### config.mk
export PLATFORM = sky130hd
export DESIGN_NAME = dma_channel
export DESIGN_NICKNAME = d
export VERILOG_FILES = /design/src/rtl/dma_pkg.sv /design/src/rtl/dma_datapath.sv /design/src/rtl/dma_ctrl.sv /design/src/rtl/dma_channel.sv
export SDC_FILE = /design/constraint.sdc
export NUM_CORES = 1
export LEC_CHECK = 0
export CAP_MARGIN = 20
export CORE_AREA = 2 2 161 163
export CTS_CLUSTER_DIAMETER = 60
export DETAILED_ROUTE_END_ITERATION = 7
export DIE_AREA = 0 0 163 165
export GPL_TIMING_DRIVEN = 0
export PLACE_DENSITY_LB_ADDON = 0.12
export SLEW_MARGIN = 15
export SYNTH_ARGS = -nofsm -noshare
export SYNTH_HDL_FRONTEND = slang
export SYNTH_SLANG_ARGS = --single-unit
### constraint.sdc
create_clock -name clk -period 3.6 [get_ports clk]
set_clock_uncertainty 0.2 [all_clocks]
set_input_delay 0.72 -clock clk [delete_from_list [all_inputs] [get_ports clk]]
set_output_delay 0.72 -clock clk [all_outputs]
set_load 0.005 [all_outputs]
### src/rtl/dma_pkg.sv
package dma_pkg;

  typedef enum logic [2:0] {
    ST_IDLE = 3'd0,
    ST_WAIT = 3'd1,
    ST_REQ  = 3'd2,
    ST_RD   = 3'd3,
    ST_WR   = 3'd4
  } dmaState_e;

  typedef struct packed {
    logic cfgOpen;   // configuration writes accepted
    logic capture;   // latch read data
    logic advance;   // step addresses and count
    logic useDst;    // drive destination address
  } dmaStrobe_t;

  localparam logic [1:0] SEL_MODE = 2'd0;
  localparam logic [1:0] SEL_SRC  = 2'd1;
  localparam logic [1:0] SEL_DST  = 2'd2;
  localparam logic [1:0] SEL_CNT  = 2'd3;

  localparam int MODE_SRC_BIT   = 0;
  localparam int MODE_SIZE_LO   = 1;
  localparam int MODE_BURST_BIT = 5;
  localparam int MODE_SWREQ_BIT = 6;

  function automatic logic [2:0] sizeStep(input logic [1:0] sz);
    case (sz)
      2'b00:   sizeStep = 3'd1;
      2'b01:   sizeStep = 3'd2;
      default: sizeStep = 3'd4;
    endcase
  endfunction

endpackage

### src/rtl/dma_datapath.sv
module dma_datapath
  import dma_pkg::*;
#(
  parameter int ADDR_W = 32,
  parameter int DATA_W = 32,
  parameter int CNT_W  = 16
) (
  input  logic              clk,
  input  logic              rstN,
  input  dmaStrobe_t        strb,
  input  logic              cfgWe,
  input  logic [1:0]        cfgSel,
  input  logic [DATA_W-1:0] cfgWdata,
  input  logic [DATA_W-1:0] memRdata,
  output logic              armPulse,
  output logic              burstMode,
  output logic              swMode,
  output logic              swReq,
  output logic              lastUnit,
  output logic [ADDR_W-1:0] memAddr,
  output logic [DATA_W-1:0] memWdata,
  output logic [1:0]        memSize
);

  localparam int PAD_W = ADDR_W - 3;

  logic [ADDR_W-1:0] srcQ, dstQ;
  logic [CNT_W-1:0]  cntQ;
  logic [DATA_W-1:0] dataQ;
  logic [1:0]        sizeQ;
  logic              srcSelQ, burstQ, swReqQ;
  logic [ADDR_W-1:0] stepVal;
  logic              cfgHit;

  assign cfgHit   = cfgWe && strb.cfgOpen;
  assign armPulse = cfgHit && (cfgSel == SEL_CNT) && (cfgWdata[CNT_W-1:0] != '0);
  assign stepVal  = {{PAD_W{1'b0}}, sizeStep(sizeQ)};

  always_ff @(posedge clk or negedge rstN) begin
    if (!rstN) begin
      srcQ    <= '0;
      dstQ    <= '0;
      cntQ    <= '0;
      sizeQ   <= '0;
      srcSelQ <= 1'b0;
      burstQ  <= 1'b0;
      swReqQ  <= 1'b0;
    end else if (cfgHit) begin
      case (cfgSel)
        SEL_MODE: begin
          srcSelQ <= cfgWdata[MODE_SRC_BIT];
          sizeQ   <= cfgWdata[MODE_SIZE_LO +: 2];
          burstQ  <= cfgWdata[MODE_BURST_BIT];
          swReqQ  <= cfgWdata[MODE_SWREQ_BIT];
        end
        SEL_SRC: srcQ <= cfgWdata[ADDR_W-1:0];
        SEL_DST: dstQ <= cfgWdata[ADDR_W-1:0];
        default: cntQ <= cfgWdata[CNT_W-1:0];
      endcase
    end else if (strb.advance) begin
      srcQ <= srcQ + stepVal;
      dstQ <= dstQ + stepVal;
      cntQ <= cntQ - 1'b1;
    end
  end

  always_ff @(posedge clk or negedge rstN) begin
    if (!rstN) dataQ <= '0;
    else if (strb.capture) dataQ <= memRdata;
  end

  assign burstMode = burstQ;
  assign swMode    = srcSelQ;
  assign swReq     = swReqQ;
  assign lastUnit  = (cntQ == {{(CNT_W-1){1'b0}}, 1'b1});
  assign memAddr   = strb.useDst ? dstQ : srcQ;
  assign memWdata  = dataQ;
  assign memSize   = sizeQ;

endmodule

### src/rtl/dma_ctrl.sv
module dma_ctrl
  import dma_pkg::*;
(
  input  logic       clk,
  input  logic       rstN,
  input  logic       dreq,
  input  logic       busGnt,
  input  logic       busErr,
  input  logic       armPulse,
  input  logic       burstMode,
  input  logic       swMode,
  input  logic       swReq,
  input  logic       lastUnit,
  output dmaStrobe_t strb,
  output logic       busReq,
  output logic       memRd,
  output logic       memWr,
  output logic       dreqClr,
  output logic       tcOut,
  output logic       errFlag,
  output logic       active
);

  dmaState_e stateQ, stateD;
  logic dreqQ, dreqEdge, trigger;
  logic abort, finish, unitDone;

  assign dreqEdge = dreq && !dreqQ;
  assign trigger  = swMode ? swReq : dreqEdge;

  always_comb begin
    stateD   = stateQ;
    abort    = 1'b0;
    finish   = 1'b0;
    unitDone = 1'b0;
    case (stateQ)
      ST_IDLE: if (armPulse) stateD = ST_WAIT;
      ST_WAIT: if (!armPulse && trigger) stateD = ST_REQ;
      ST_REQ:  if (busGnt) stateD = ST_RD;
      ST_RD: begin
        if (busErr) begin
          abort  = 1'b1;
          stateD = ST_IDLE;
        end else begin
          stateD = ST_WR;
        end
      end
      ST_WR: begin
        if (busErr) begin
          abort  = 1'b1;
          stateD = ST_IDLE;
        end else if (lastUnit) begin
          finish = 1'b1;
          stateD = ST_IDLE;
        end else if (burstMode) begin
          stateD = ST_RD;
        end else begin
          unitDone = 1'b1;
          stateD   = ST_WAIT;
        end
      end
      default: stateD = ST_IDLE;
    endcase
  end

  always_ff @(posedge clk or negedge rstN) begin
    if (!rstN) begin
      stateQ  <= ST_IDLE;
      dreqQ   <= 1'b0;
      dreqClr <= 1'b0;
      tcOut   <= 1'b0;
      errFlag <= 1'b0;
    end else begin
      stateQ  <= stateD;
      dreqQ   <= dreq;
      dreqClr <= finish || unitDone;
      tcOut   <= finish;
      if (abort) errFlag <= 1'b1;
      else if (armPulse) errFlag <= 1'b0;
    end
  end

  assign strb.cfgOpen = (stateQ == ST_IDLE) || (stateQ == ST_WAIT);
  assign strb.capture = (stateQ == ST_RD);
  assign strb.advance = (stateQ == ST_WR) && !busErr;
  assign strb.useDst  = (stateQ == ST_WR);

  assign busReq = (stateQ == ST_REQ) || (stateQ == ST_RD) || (stateQ == ST_WR);
  assign memRd  = (stateQ == ST_RD);
  assign memWr  = (stateQ == ST_WR);
  assign active = (stateQ != ST_IDLE);

endmodule

### src/rtl/dma_channel.sv
module dma_channel
  import dma_pkg::*;
#(
  parameter int ADDR_W = 32,
  parameter int DATA_W = 32,
  parameter int CNT_W  = 16
) (
  input  logic              clk,
  input  logic              rstN,
  input  logic              cfgWe,
  input  logic [1:0]        cfgSel,
  input  logic [DATA_W-1:0] cfgWdata,
  input  logic              dreq,
  output logic              dreqClr,
  output logic              tcOut,
  output logic              busReq,
  input  logic              busGnt,
  input  logic              busErr,
  output logic              memRd,
  output logic              memWr,
  output logic [ADDR_W-1:0] memAddr,
  output logic [1:0]        memSize,
  output logic [DATA_W-1:0] memWdata,
  input  logic [DATA_W-1:0] memRdata,
  output logic              active,
  output logic              errFlag
);

  dmaStrobe_t strb;
  logic armPulse, burstMode, swMode, swReq, lastUnit;

  dma_ctrl u_ctrl (
    .clk      (clk),
    .rstN     (rstN),
    .dreq     (dreq),
    .busGnt   (busGnt),
    .busErr   (busErr),
    .armPulse (armPulse),
    .burstMode(burstMode),
    .swMode   (swMode),
    .swReq    (swReq),
    .lastUnit (lastUnit),
    .strb     (strb),
    .busReq   (busReq),
    .memRd    (memRd),
    .memWr    (memWr),
    .dreqClr  (dreqClr),
    .tcOut    (tcOut),
    .errFlag  (errFlag),
    .active   (active)
  );

  dma_datapath #(.ADDR_W(ADDR_W), .DATA_W(DATA_W), .CNT_W(CNT_W)) u_dp (
    .clk      (clk),
    .rstN     (rstN),
    .strb     (strb),
    .cfgWe    (cfgWe),
    .cfgSel   (cfgSel),
    .cfgWdata (cfgWdata),
    .memRdata (memRdata),
    .armPulse (armPulse),
    .burstMode(burstMode),
    .swMode   (swMode),
    .swReq    (swReq),
    .lastUnit (lastUnit),
    .memAddr  (memAddr),
    .memWdata (memWdata),
    .memSize  (memSize)
  );

endmodule

==> impl_results.md, run 1 <==
- Final period util: 0.950
- Yosys top cell area share: 0.417
- Sequential-to-total area share from yosys stat: 0.417
- Commonest cells post-synth: nand2_1 (136), dfrtp_1 (124), nor2_1 (61)
- Worst EP arrival: 2.50 ns
- Critical Path Slowest Stage Cell: dfrtp_1
- Run status: complete, no violations
- Crit path max fanout: 10
- First-pass GRT wire length: 45100 um
- Synth async-reset ratio: 1.00
- Number of global-route vias before repair: 7345
- Dpl cell area: 9320 um2
- Die ar.: 26900 um2
- Initial antenna violation count: 0
- Fin cells: 1344
- Crit-path cells: inv_1 -> nor3_2 -> buf_4 -> buf_4 -> mux2_2 -> clkdlybuf4s50_1
- Syn nets: 917
- Post-Syn Instances: 837
- Max IR drop VDD: 280 uV
- Top cells by area, synth: dfrtp_1 (42%), nand2_1 (6.9%), mux2_2 (4.4%)
- CTS H-tree lvls: 4
- Syn Std Cell Area: 7440 um2
- CP max stage delay: 0.49 ns
- Drt first pass iters: 5
- Synth area leader: dfrtp_1
- Worst-Margin Slew: 1.02 ns
- Layout Cell Area excl Fill: 9940 um2
- IO Count: 145
- Clk_lat worst skew: 0.43 ns
- Setup tns final: 0 ns
- WP data required: 2.68 ns
- Top_reg_cell synth: dfrtp_1
- Vias per cell: 5.54
- Clock Tree Buf Depth: 2
- Post-synth EDFFs: 0
- Final hold violation count: 0
- Placed cells: 1311
- Fillcell total: 2544
- Hold Crit Class: reg -> reg
- Layout cells sized above 1: 0.118
- DP Wirelength: 21300 um
- MaxCap Viol Count: 0
- RSZ-0062 raised after global routing: no
- Slew Limit Fails: 0
- Total Power: 7.63 mW
- Antenna cells: 0
- Vias after detailed routing: 7448
- Fin crit period: 3.42 ns
- Largest net degree at the start of global routing: 92
- Die W: 163 um
- Num CTS Buffers: 17
- Post-synthesis cell type count: 80
- Synth-to-layout area growth: 33.6%
- Initial core utilization: 0.297
- Port buffer count: 143
- Layout net count: 1082
- Fmax: 0.292 GHz
- Grt ovf: 0
- Critical Path Most Common Cell: buf_4
- Root Driver: clkbuf_16
- Routed len/inst: 22.2 um
- Placer congestion estimate: 0.903
- Top-count cell post-synth: nand2_1
- Clk slew on worst S/H paths: 0.06 ns
- Mean Syn Cell Area: 8.89 um2
- Synthesis Warnings: 0
- Flop and latch count out of synthesis: 124
- Crit. End Element: output port
- Total core area: 25000 um2
- Remaining DRCs: 0
- # rows: 58
- DRT iter0 DRCs: 565
- P per Cell Area: 768 nW/um2
- CP Launch Type: flip-flop
- Critical path class: reg -> out
- Worst rel slew slack: 0.314
- Routed wire length: 29900 um
- # setup viols final: 0
- CTS tree: yes
- Antenna Violating Nets Remaining: 0
- Clock sink total: 124
- Leak pwr: 3.86 nW
- GRT Total Usage: 0.226
- Chip height: 165 um
-- layer usage --
| metal | vias up | GRT usage | part of all wire |
|---|---|---|---|
| met5 | - | 0 | 0 |
| met4 | 0 | 0.101 | 0.036 |
| met1 | 3550 | 0.297 | 0.43 |
| met2 | 356 | 0.345 | 0.44 |
| li1 | 3479 | - | - |
| met3 | 63 | 0.0655 | 0.092 |
-- power breakdown --
part	internal (mW)	switching [mW]	total [mW]	leakage, nW
sequential	1.99	0.642	2.64	1.47
combinational	1.58	1.66	3.24	2.12
clock	1.04	0.712	1.75	0.275
total	4.61	3.01	7.63	3.86
-- cell type report --
cell class / instances / area (um2) / share of cell area
clock inverter: 13 / 144 / 0.0145
multi-input combinational: 644 / 4040 / 0.406
inverter: 12 / 45.0 / 0.00453
buffer: 56 / 268 / 0.0269
tap: 330 / 413 / 0.0416
timing repair buffer: 147 / 1490 / 0.150
clock buffer: 18 / 439 / 0.0442
sequential: 124 / 3100 / 0.312
-- worst max-delay path: cells and delay by family, from the launching register on --
family,cells,cell delay (ns)
buffers and inverters,4,0.99
muxes,1,0.35
DFF,1,0.49
and+or+nand+nor,1,0.24
-- worst paths after layout --
kind                                    from                 to  slack (ns)  cells after the start
hold reg to reg            u_dp.memWdata[28]  u_dp.memWdata[28]        0.27                      2
setup reg to reg             u_dp.memSize[0]      u_dp.srcQ[30]        0.44                      9
setup / recovery            u_ctrl.stateQ[2]        memAddr[30]        0.18                      6
max in group asynchronous               rstN   u_dp.memWdata[5]        1.86                      3
hold / removal             u_dp.memWdata[28]  u_dp.memWdata[28]        0.27                      2
min in group asynchronous               rstN       u_dp.srcQ[2]        0.55                      2
-- cell families (layout without fill, tap and decap cells) --
family                     Yosys count  after routing  synth area share
AOI/OAI and AO/OA                  242            242             0.225
xor gates and xnor gates             3              3           0.00353
adders and majority gates            8              8            0.0135
buffers and inverters               69            246            0.0410
DFF                                124            124             0.417
muxes                               35             35            0.0528
and+or+nand+nor                    356            356             0.247
-- metrics by stage --
step	utilization	setup slack (ns)	hold slack [ns]
5_1_grt	0.397	0.0448	0.297
4_1_cts	0.397	0.0611	0.277
3_3_place_gp	0.371	-3.98	0.253
2_1_floorplan	-	1.06	0.224
3_5_place_dp	0.372	0.200	0.262
6_report	0.397	0.180	0.270
-- timing repair --
item                                    in CTS  in global routing
endpoints found under the setup margin      25                 25
buffers inserted                             2                  0
gates resized for setup                      4                  3
endpoints found under the hold margin       33                  0
pin swaps                                    0                  0
hold buffers                                 1                  0
-- registers in the layout, indices dropped and copies added, names as in the netlist --
signal and flops:
u_ctrl.dreqClr 1, u_ctrl.dreqQ 1, u_ctrl.errFlag 1, u_ctrl.stateQ 3
u_ctrl.tcOut 1, u_dp.burstMode 1, u_dp.cntQ 16, u_dp.dstQ 32
u_dp.memSize 2, u_dp.memWdata 32, u_dp.srcQ 32, u_dp.swMode 1
u_dp.swReq 1
-- placed cells by master, fill, tap and decap left out, types with 17 or more instances in the layout --
cell type,netlist,layout
a31oi_1,25,25
o22ai_1,17,17
clkbuf_16,0,17
nand4_1,17,17
nor3_1,28,27
a21oi_1,57,57
o22a_1,22,22
clkdlybuf4s50_1,0,142
mux2_2,29,29
a211oi_1,18,18
nand2_1,136,136
buf_2,22,19
clkbuf_1,24,22
nor2_1,61,61
o21ai_0,25,25
nand3_1,27,27
dfrtp_1,124,124
Power figures use the tool's default switching activity.
==> inputs of run 2 (changes only) <==
Settings changed: CELL_PAD_IN_SITES_DETAIL_PLACEMENT set to 0, CELL_PAD_IN_SITES_GLOBAL_PLACEMENT set to 2, CORE_AREA 2 2 161 163 to 3 3 162 164, CTS_BUF_LIST set to sky130_fd_sc_hd__clkbuf_4 sky130_fd_sc_hd__clkbuf_8, DIE_AREA 0 0 163 165 to 0 0 165 167.
==> run 2 against run 1 <==
  * Flip-flop and latch count unchanged
  * Worst setup slack improved by 0.0043 ns
  * Core utilization is 0.42 points lower
  * Critical path depth unchanged
  * Power shrank 1.9%
  * Register-to-register slack worse by 0.06 ns
  * First-iteration DRC count rose by 4.2%
  * Final cell count grew 0.15%
  * Design area is 1.1% lower
==> impl_results.md, run 2 (same netlist as run 1, synthesis figures left out) <==
- Chip height: 167 um (+1.2%)
- Clock Tree Buf Depth: 2 (unchanged)
- CP endpoint: memAddr[25]
- RSZ-0062 raised after global routing: no
- Die W: 165 um (+1.2%)
- Run status: complete, no violations
- Critical Path Slowest Stage Cell: clkdlybuf4s50_1
- Switching share of power: 0.408 (+0.0131)
- Setup tns final: 0 ns (unchanged)
- CP Launch Type: flip-flop
- Worst EP arrival: 2.50 ns (about the same)
- Fillcell total: 2579 (+1.4%)
- Final period util: 0.949 (-0.00119)
- Total core area: 25000 um2 (unchanged)
- Dpl cell area: 9320 um2 (unchanged)
- CTS H-tree lvls: 4 (unchanged)
- Comb power frac: 0.441 (+0.016)
- Clk slew on worst S/H paths: 0.09 ns (+0.03 ns)
- R2r startpoint: u_dp.memSize[0]
- Slew Limit Fails: 0 (unchanged)
- Layout cells sized above 1: 0.121 (+0.00272)
- CP top delay family: buffers and inverters
- Final hold violation count: 0 (unchanged)
- Worst Path Buf+Inv: 4 (unchanged)
- Hold Crit Class: reg -> reg
- Grt ovf: 0 (unchanged)
- CP Depth: 6 (unchanged)
- Critical path class: reg -> out
- Internal Power: 4.43 mW (-4.1%)
- Commonest non-fill, non-tap cells in the layout: clkdlybuf4s50_1 (142), nand2_1 (136), dfrtp_1 (123)
- Most common cell after layout, fill and taps aside: clkdlybuf4s50_1
- WP data required: 2.68 ns (about the same)
- Crit-path cells: buf_2 -> nor3_2 -> buf_4 -> buf_4 -> mux2_2 -> clkdlybuf4s50_1
- Critical Path Most Common Cell: buf_4
- Vias per cell: 5.57 (+0.49%)
- Routed wire length: 31700 um (+6.1%)
- Vias after detailed routing: 7496 (+0.64%)
- Placer congestion estimate: 0.864 (-4.4%)
- Routed len/inst: 23.5 um (+5.9%)
- Root Driver: clkbuf_8
- # setup viols final: 0 (unchanged)
- P per Cell Area: 761 nW/um2 (-0.90%)
- Clock sink total: 124 (unchanged)
- Initial core utilization: 0.297 (unchanged)
- Sequential cell area: 3100 um2 (about the same)
- NetSw: 3.05 mW (+1.3%)
- Fin cells: 1346 (+0.15%)
- Post-layout util: 0.393 (-0.00420)
- Placed cells: 1311 (unchanged)
- # rows: 58 (unchanged)
- MaxCap Viol Count: 0 (unchanged)
- Worst r2r dst: u_dp.srcQ[30]
- Antenna cells: 0 (unchanged)
- Layout Cell Area excl Fill: 9830 um2 (-1.1%)
- Multi-input logic area: 4040 um2 (unchanged)
- Leak pwr: 3.83 nW (-0.94%)
- Worst-Margin Slew: 1.06 ns (+0.0369 ns)
- Crit path max fanout: 10 (unchanged)
- Synth-to-layout area growth: 32.2%
- CTS tree: yes
- Max IR drop VDD: 282 uV (+0.73%)
- Pre-CTS WS: 0.178 ns (-0.0226 ns)
- CP startpoint: u_ctrl.stateQ[1]
- DRT iter0 DRCs: 589 (+4.2%)
- Worst rel slew slack: 0.289 (-0.0247)
- Reg2Reg Depth: 9 (unchanged)
- CP max stage delay: 0.46 ns (-0.03 ns)
- Crit. End Element: output port
- Remaining DRCs: 0 (unchanged)
- Reg2reg setup slack: 0.38 ns (-0.06 ns)
- Fin Hold WS: 0.276 ns (+0.00669 ns)
- Port buffer count: 143 (unchanged)
- Die ar.: 27600 um2 (+2.5%)
- Clk_lat worst skew: 0.47 ns (+0.04 ns)
- Initial antenna violation count: 0 (unchanged)
- DP Wirelength: 22400 um (+5.3%)
- Largest net degree at the start of global routing: 91 (-1.1%)
- Fin worst setup slack: 0.184 ns (+0.00429 ns)
- First-pass GRT wire length: 47900 um (+6.2%)
- Number of global-route vias before repair: 7603 (+3.5%)
- Layout net count: 1083 (+0.092%)
- GRT Total Usage: 0.232 (+0.00618)
- Fin crit period: 3.42 ns (-0.00429 ns)
- Total Power: 7.48 mW (-1.9%)
- Clk pwr share: 0.207 (-0.022)
- IO Count: 145 (unchanged)
- Fmax: 0.293 GHz (+0.13%)
- Drt first pass iters: 5 (unchanged)
- Antenna Violating Nets Remaining: 0 (unchanged)
- Sequential group share of total power: 0.351 (+0.005)
- Num CTS Buffers: 17 (unchanged)
-- run 2: cell count changes in the layout (fill, tap and decap cells not counted), moves of 2 or more --
cell        previous run  this run
clkinv_2               2         0
clkbuf_16             17         0
bufinv_16              2         5
inv_6                  2         6
clkinv_4               3         1
clkinvlp_4             4         1
clkbuf_8               1        17
-- run 2: worst min-delay path by stage --
stage | endpoint | start | cells after the start | slack [ns]
after floorplan | u_ctrl.dreqClr | rstN | 0 | 0.22
after global placement | u_ctrl.errFlag | u_ctrl.errFlag | 2 | 0.26
after detailed placement | u_dp.memWdata[23] | u_dp.memWdata[23] | 2 | 0.26
after CTS | u_dp.memWdata[23] | u_dp.memWdata[23] | 2 | 0.29
after global routing | u_dp.memWdata[0] | u_dp.memWdata[0] | 2 | 0.30
final | u_dp.memWdata[23] | u_dp.memWdata[23] | 2 | 0.28
-- run 2: what timing repair did --
item / 4_1_cts / 5_1_grt
endpoints found under the setup margin: 26 / 32
hold endpoints to repair: 34 / 0
gates resized for setup: 4 / 2
hold buffers: 1 / 0
gates cloned: 0 / 0
buffers inserted: 3 / 0
-- run 2: final cells by class --
cell class,count,area share
Tap cell,330,0.0420
Buffer,56,0.0270
Clock buffer,18,0.0246
Inverter,12,0.00458
Multi-Input combinational cell,644,0.411
Sequential cell,124,0.316
Timing Repair Buffer,148,0.152
Clock inverter,14,0.0234
-- run 2: tightest hold or removal path, stage by stage (launching register included) --
cell     delay [ns]
dfrtp_1        0.35
nand2_1        0.05
nand2_1        0.05
-- run 2: metal layers --
layer,vias to the layer above,part of all wire,wire length [um],global-route usage
met5,-,0,0,0
met4,0,0.028,889,0.0755
met3,62,0.081,2570,0.0721
met2,303,0.45,14400,0.355
met1,3665,0.44,13800,0.312
li1,3466,-,-,-
-- run 2: power groups by stage --
stage / combinational, mW / sequential [mW] / clock (mW)
after floorplan: 1.76 / 2.48 / 0
after global placement: 3.28 / 2.64 / 0
after detailed placement: 3.28 / 2.63 / 0
after CTS: 3.31 / 2.61 / 1.58
after global routing: 3.64 / 2.73 / 1.65
final: 3.30 / 2.63 / 1.55
==> inputs of run 3 (changes only) <==
Settings changed: CORE_AREA 3 3 162 164 to 3 3 154 156, DIE_AREA 0 0 165 167 to 0 0 157 159, SYNTH_HIERARCHICAL set to 1.
==> run 3 against run 2 <==
  * Design area down 2.1%
  * Combinational power down 6%
  * Routed wire length down 2.9%
  * Global-route usage up 1.2 points
  * Sequential power about the same
  * Clock-buffer cell count down 1
  * Sequential share of layout area up 0.68 points
  * Non-clock buffer count down 2
  * Critical endpoint is now memAddr[14]
==> impl_results.md, run 3 <==
- Commonest cells post-synth: dfrtp_1 (124), a21oi_1 (71), nor2_1 (71)
- Largest net degree at the start of global routing: 78 (-14%)
- Routed wire length: 30700 um (-2.9%)
- DRT iter0 DRCs: 683 (+16%)
- Clk_lat worst skew: 0.46 ns (about the same)
- Routed len/inst: 24.5 um (+3.9%)
- Clock Tree Buf Depth: 2 (unchanged)
- Post-synthesis cell type count: 79 (-1.3%)
- Top_reg_cell synth: dfrtp_1
- Chip height: 159 um (-4.8%)
- Top layer in use: met4
- Antenna cells: 0 (unchanged)
- Top cells by area, synth: dfrtp_1 (42%), mux2_2 (10%), a21oi_1 (4.8%)
- Placed cells: 1226 (-6.5%)
- Root Driver: clkbuf_8
- Worst-Margin Slew: 0.976 ns (-0.0841 ns)
- Fin crit period: 3.48 ns (+0.0629 ns)
- Worst Path Buf+Inv: 4 (unchanged)
- Syn nets: 874 (-4.7%)
- Synth area leader: dfrtp_1
- Yosys top cell area share: 0.420 (+0.00325)
- Post-Syn Instances: 796 (-4.9%)
- Switching share of power: 0.403 (-0.00498)
- Clk pwr share: 0.183 (-0.024)
- Antenna Violating Nets Remaining: 0 (unchanged)
- Fmax: 0.287 GHz (-1.8%)
- Crit path max fanout: 10 (unchanged)
- Synthesis Warnings: 6 (+6)
- Total Power: 7.01 mW (-6.3%)
- DP Wirelength: 22200 um (-1.2%)
- Drt first pass iters: 6 (+1)
- Critical Path Slowest Stage Cell: dfrtp_1
- Critical path class: reg -> out
- Worst EP arrival: 2.56 ns (+0.06 ns)
- NetSw: 2.83 mW (-7.5%)
- # setup viols final: 0 (unchanged)
- CP top delay family: buffers and inverters
- Synth async-reset ratio: 1.00 (unchanged)
- GRT Total Usage: 0.244 (+0.0118)
- WP data required: 2.68 ns (about the same)
- MaxCap Viol Count: 0 (unchanged)
- Post-CTS Setup Bufs: 0 (-3)
- Met2 WL: 14200 um (-1.0%)
- Number of global-route vias before repair: 7355 (-3.3%)
- Placer congestion estimate: 0.869 (+0.63%)
- Post-synth EDFFs: 0 (unchanged)
- Final hold violation count: 0 (unchanged)
- Final period util: 0.966 (+0.0175)
- Hold Crit Class: reg -> reg
- First-pass GRT wire length: 46000 um (-3.8%)
- Sequential-to-total area share from yosys stat: 0.420 (+0.00325)
- Initial antenna violation count: 0 (unchanged)
- Clock sink total: 124 (unchanged)
- Fin cells: 1257 (-6.6%)
- Layout net count: 1038 (-4.2%)
- IO Count: 145 (unchanged)
- Num CTS Buffers: 17 (unchanged)
- Comb power frac: 0.444 (+0.003)
- # rows: 55 (-5.2%)
- CP Launch Type: flip-flop
- Met3 WL: 1710 um (-34%)
- Commonest non-fill, non-tap cells in the layout: clkdlybuf4s50_1 (143), dfrtp_1 (124), a21oi_1 (71)
- Crit-path cells: nor2_1 -> nand2_1 -> inv_2 -> buf_4 -> clkbuf_2 -> mux2_2 -> clkdlybuf4s50_1
- Flop and latch count out of synthesis: 124 (unchanged)
- Post-layout util: 0.428 (+0.0349)
- Clk slew on worst S/H paths: 0.08 ns (about the same)
- Vias per cell: 5.84 (+5.0%)
- Port buffer count: 144 (+0.70%)
- Sequential group share of total power: 0.373 (+0.022)
- Synth-to-layout area growth: 30.3%
- P per Cell Area: 728 nW/um2 (-4.3%)
- Worst rel slew slack: 0.348 (+0.0590)
- Top-count cell post-synth: dfrtp_1
- Layout cells sized above 1: 0.141 (+0.0199)
- Setup tns final: 0 ns (unchanged)
- CP startpoint: u_ctrl/stateQ[0]
- CTS H-tree lvls: 4 (unchanged)
- Crit. End Element: output port
- Grt ovf: 0 (unchanged)
- Max IR drop VDD: 247 uV (-13%)
- Die W: 157 um (-4.8%)
- Mean Syn Cell Area: 9.27 um2 (+4.3%)
- WL met1: 13600 um (-2.1%)
- Run status: complete, no violations
- Slew Limit Fails: 0 (unchanged)
- R2r startpoint: u_ctrl/stateQ[1]
- CP max stage delay: 0.45 ns (about the same)
- Worst hold start: u_dp/memWdata[0]
- Initial core utilization: 0.328 (+0.0309)
- Most common cell after layout, fill and taps aside: clkdlybuf4s50_1
- Die ar.: 25000 um2 (-9.4%)
- Leak pwr: 3.67 nW (-4.2%)
- Total core area: 22500 um2 (-10%)
- CTS tree: yes
- Vias after detailed routing: 7347 (-2.0%)
- Remaining DRCs: 0 (unchanged)
- Internal Power: 4.18 mW (-5.5%)
- Syn Std Cell Area: 7380 um2 (-0.77%)
- RSZ-0062 raised after global routing: no
==> run 3: cell count changes in the layout (fill, tap and decap cells not counted), sizes merged, moves of 12 or more <==
cell	change
clkbuf	+19
mux2	+33
a21oi	+12
nand2	-81
nand3	+12
buf	-23
a31oi	-15
==> run 3: path summary, 6_finish.rpt <==
kind / endpoint / slack (ns) / cells after the start
worst max-delay path: memAddr[14] / 0.12 / 7
worst max register to register: u_dp/dstQ[2] / 0.28 / 8
min in group asynchronous: u_dp/memWdata[22] / 0.54 / 2
max in group asynchronous: u_dp/srcQ[23] / 1.88 / 3
worst min-delay path: u_dp/memWdata[0] / 0.31 / 1
worst min register to register: u_dp/memWdata[0] / 0.31 / 1
==> run 3: power groups by stage <==
stage                     combinational [mW]  sequential, mW  clock [mW]
final                                   3.11            2.61        1.28
after global routing                    3.42            2.70        1.38
after detailed placement                3.10            2.63           0
after CTS                               3.11            2.60        1.32
after floorplan                         1.68            2.44           0
after global placement                  3.09            2.61           0
==> run 3: layer usage <==
metal	track usage	up-vias
met1	0.330	3602
li1	-	3365
met3	0.0359	64
met5	0	-
met2	0.387	316
met4	0.107	0
==> run 3: per-stage QoR <==
step                area [um2]  setup slack, ns  hold slack (ns)
finish                    9620            0.121            0.309
global route              9620          0.00124            0.320
CTS                       9610           0.0779            0.310
detailed placement        9210           -0.214            0.290
global placement          9180            -4.02            0.281
floorplan                 7380            0.918            0.224
==> run 3: cell families after synthesis <==
kind of cell / synth area share
flops: 0.420
buf+inv: 0.0386
fa+ha+maj: 0.0102
compound gates: 0.213
xor+xnor: 0.00237
simple gates: 0.211
mux: 0.105
==> run 3: layout make-up <==
class / instances / area, um2
buffer: 56 / 249
tap: 285 / 357
inverter: 10 / 37.5
sequential: 124 / 3100
clock buffer: 17 / 234
multi-input combinational: 605 / 4000
timing repair buffer: 146 / 1480
fill: 2221 / 12900
clock inverter: 14 / 156
==> run 3: timing repair <==
item                                   CTS  global route
gates resized for setup                  3             5
endpoints found under the hold margin   47             0
hold buffers                             1             0
setup endpoints to repair               29             6
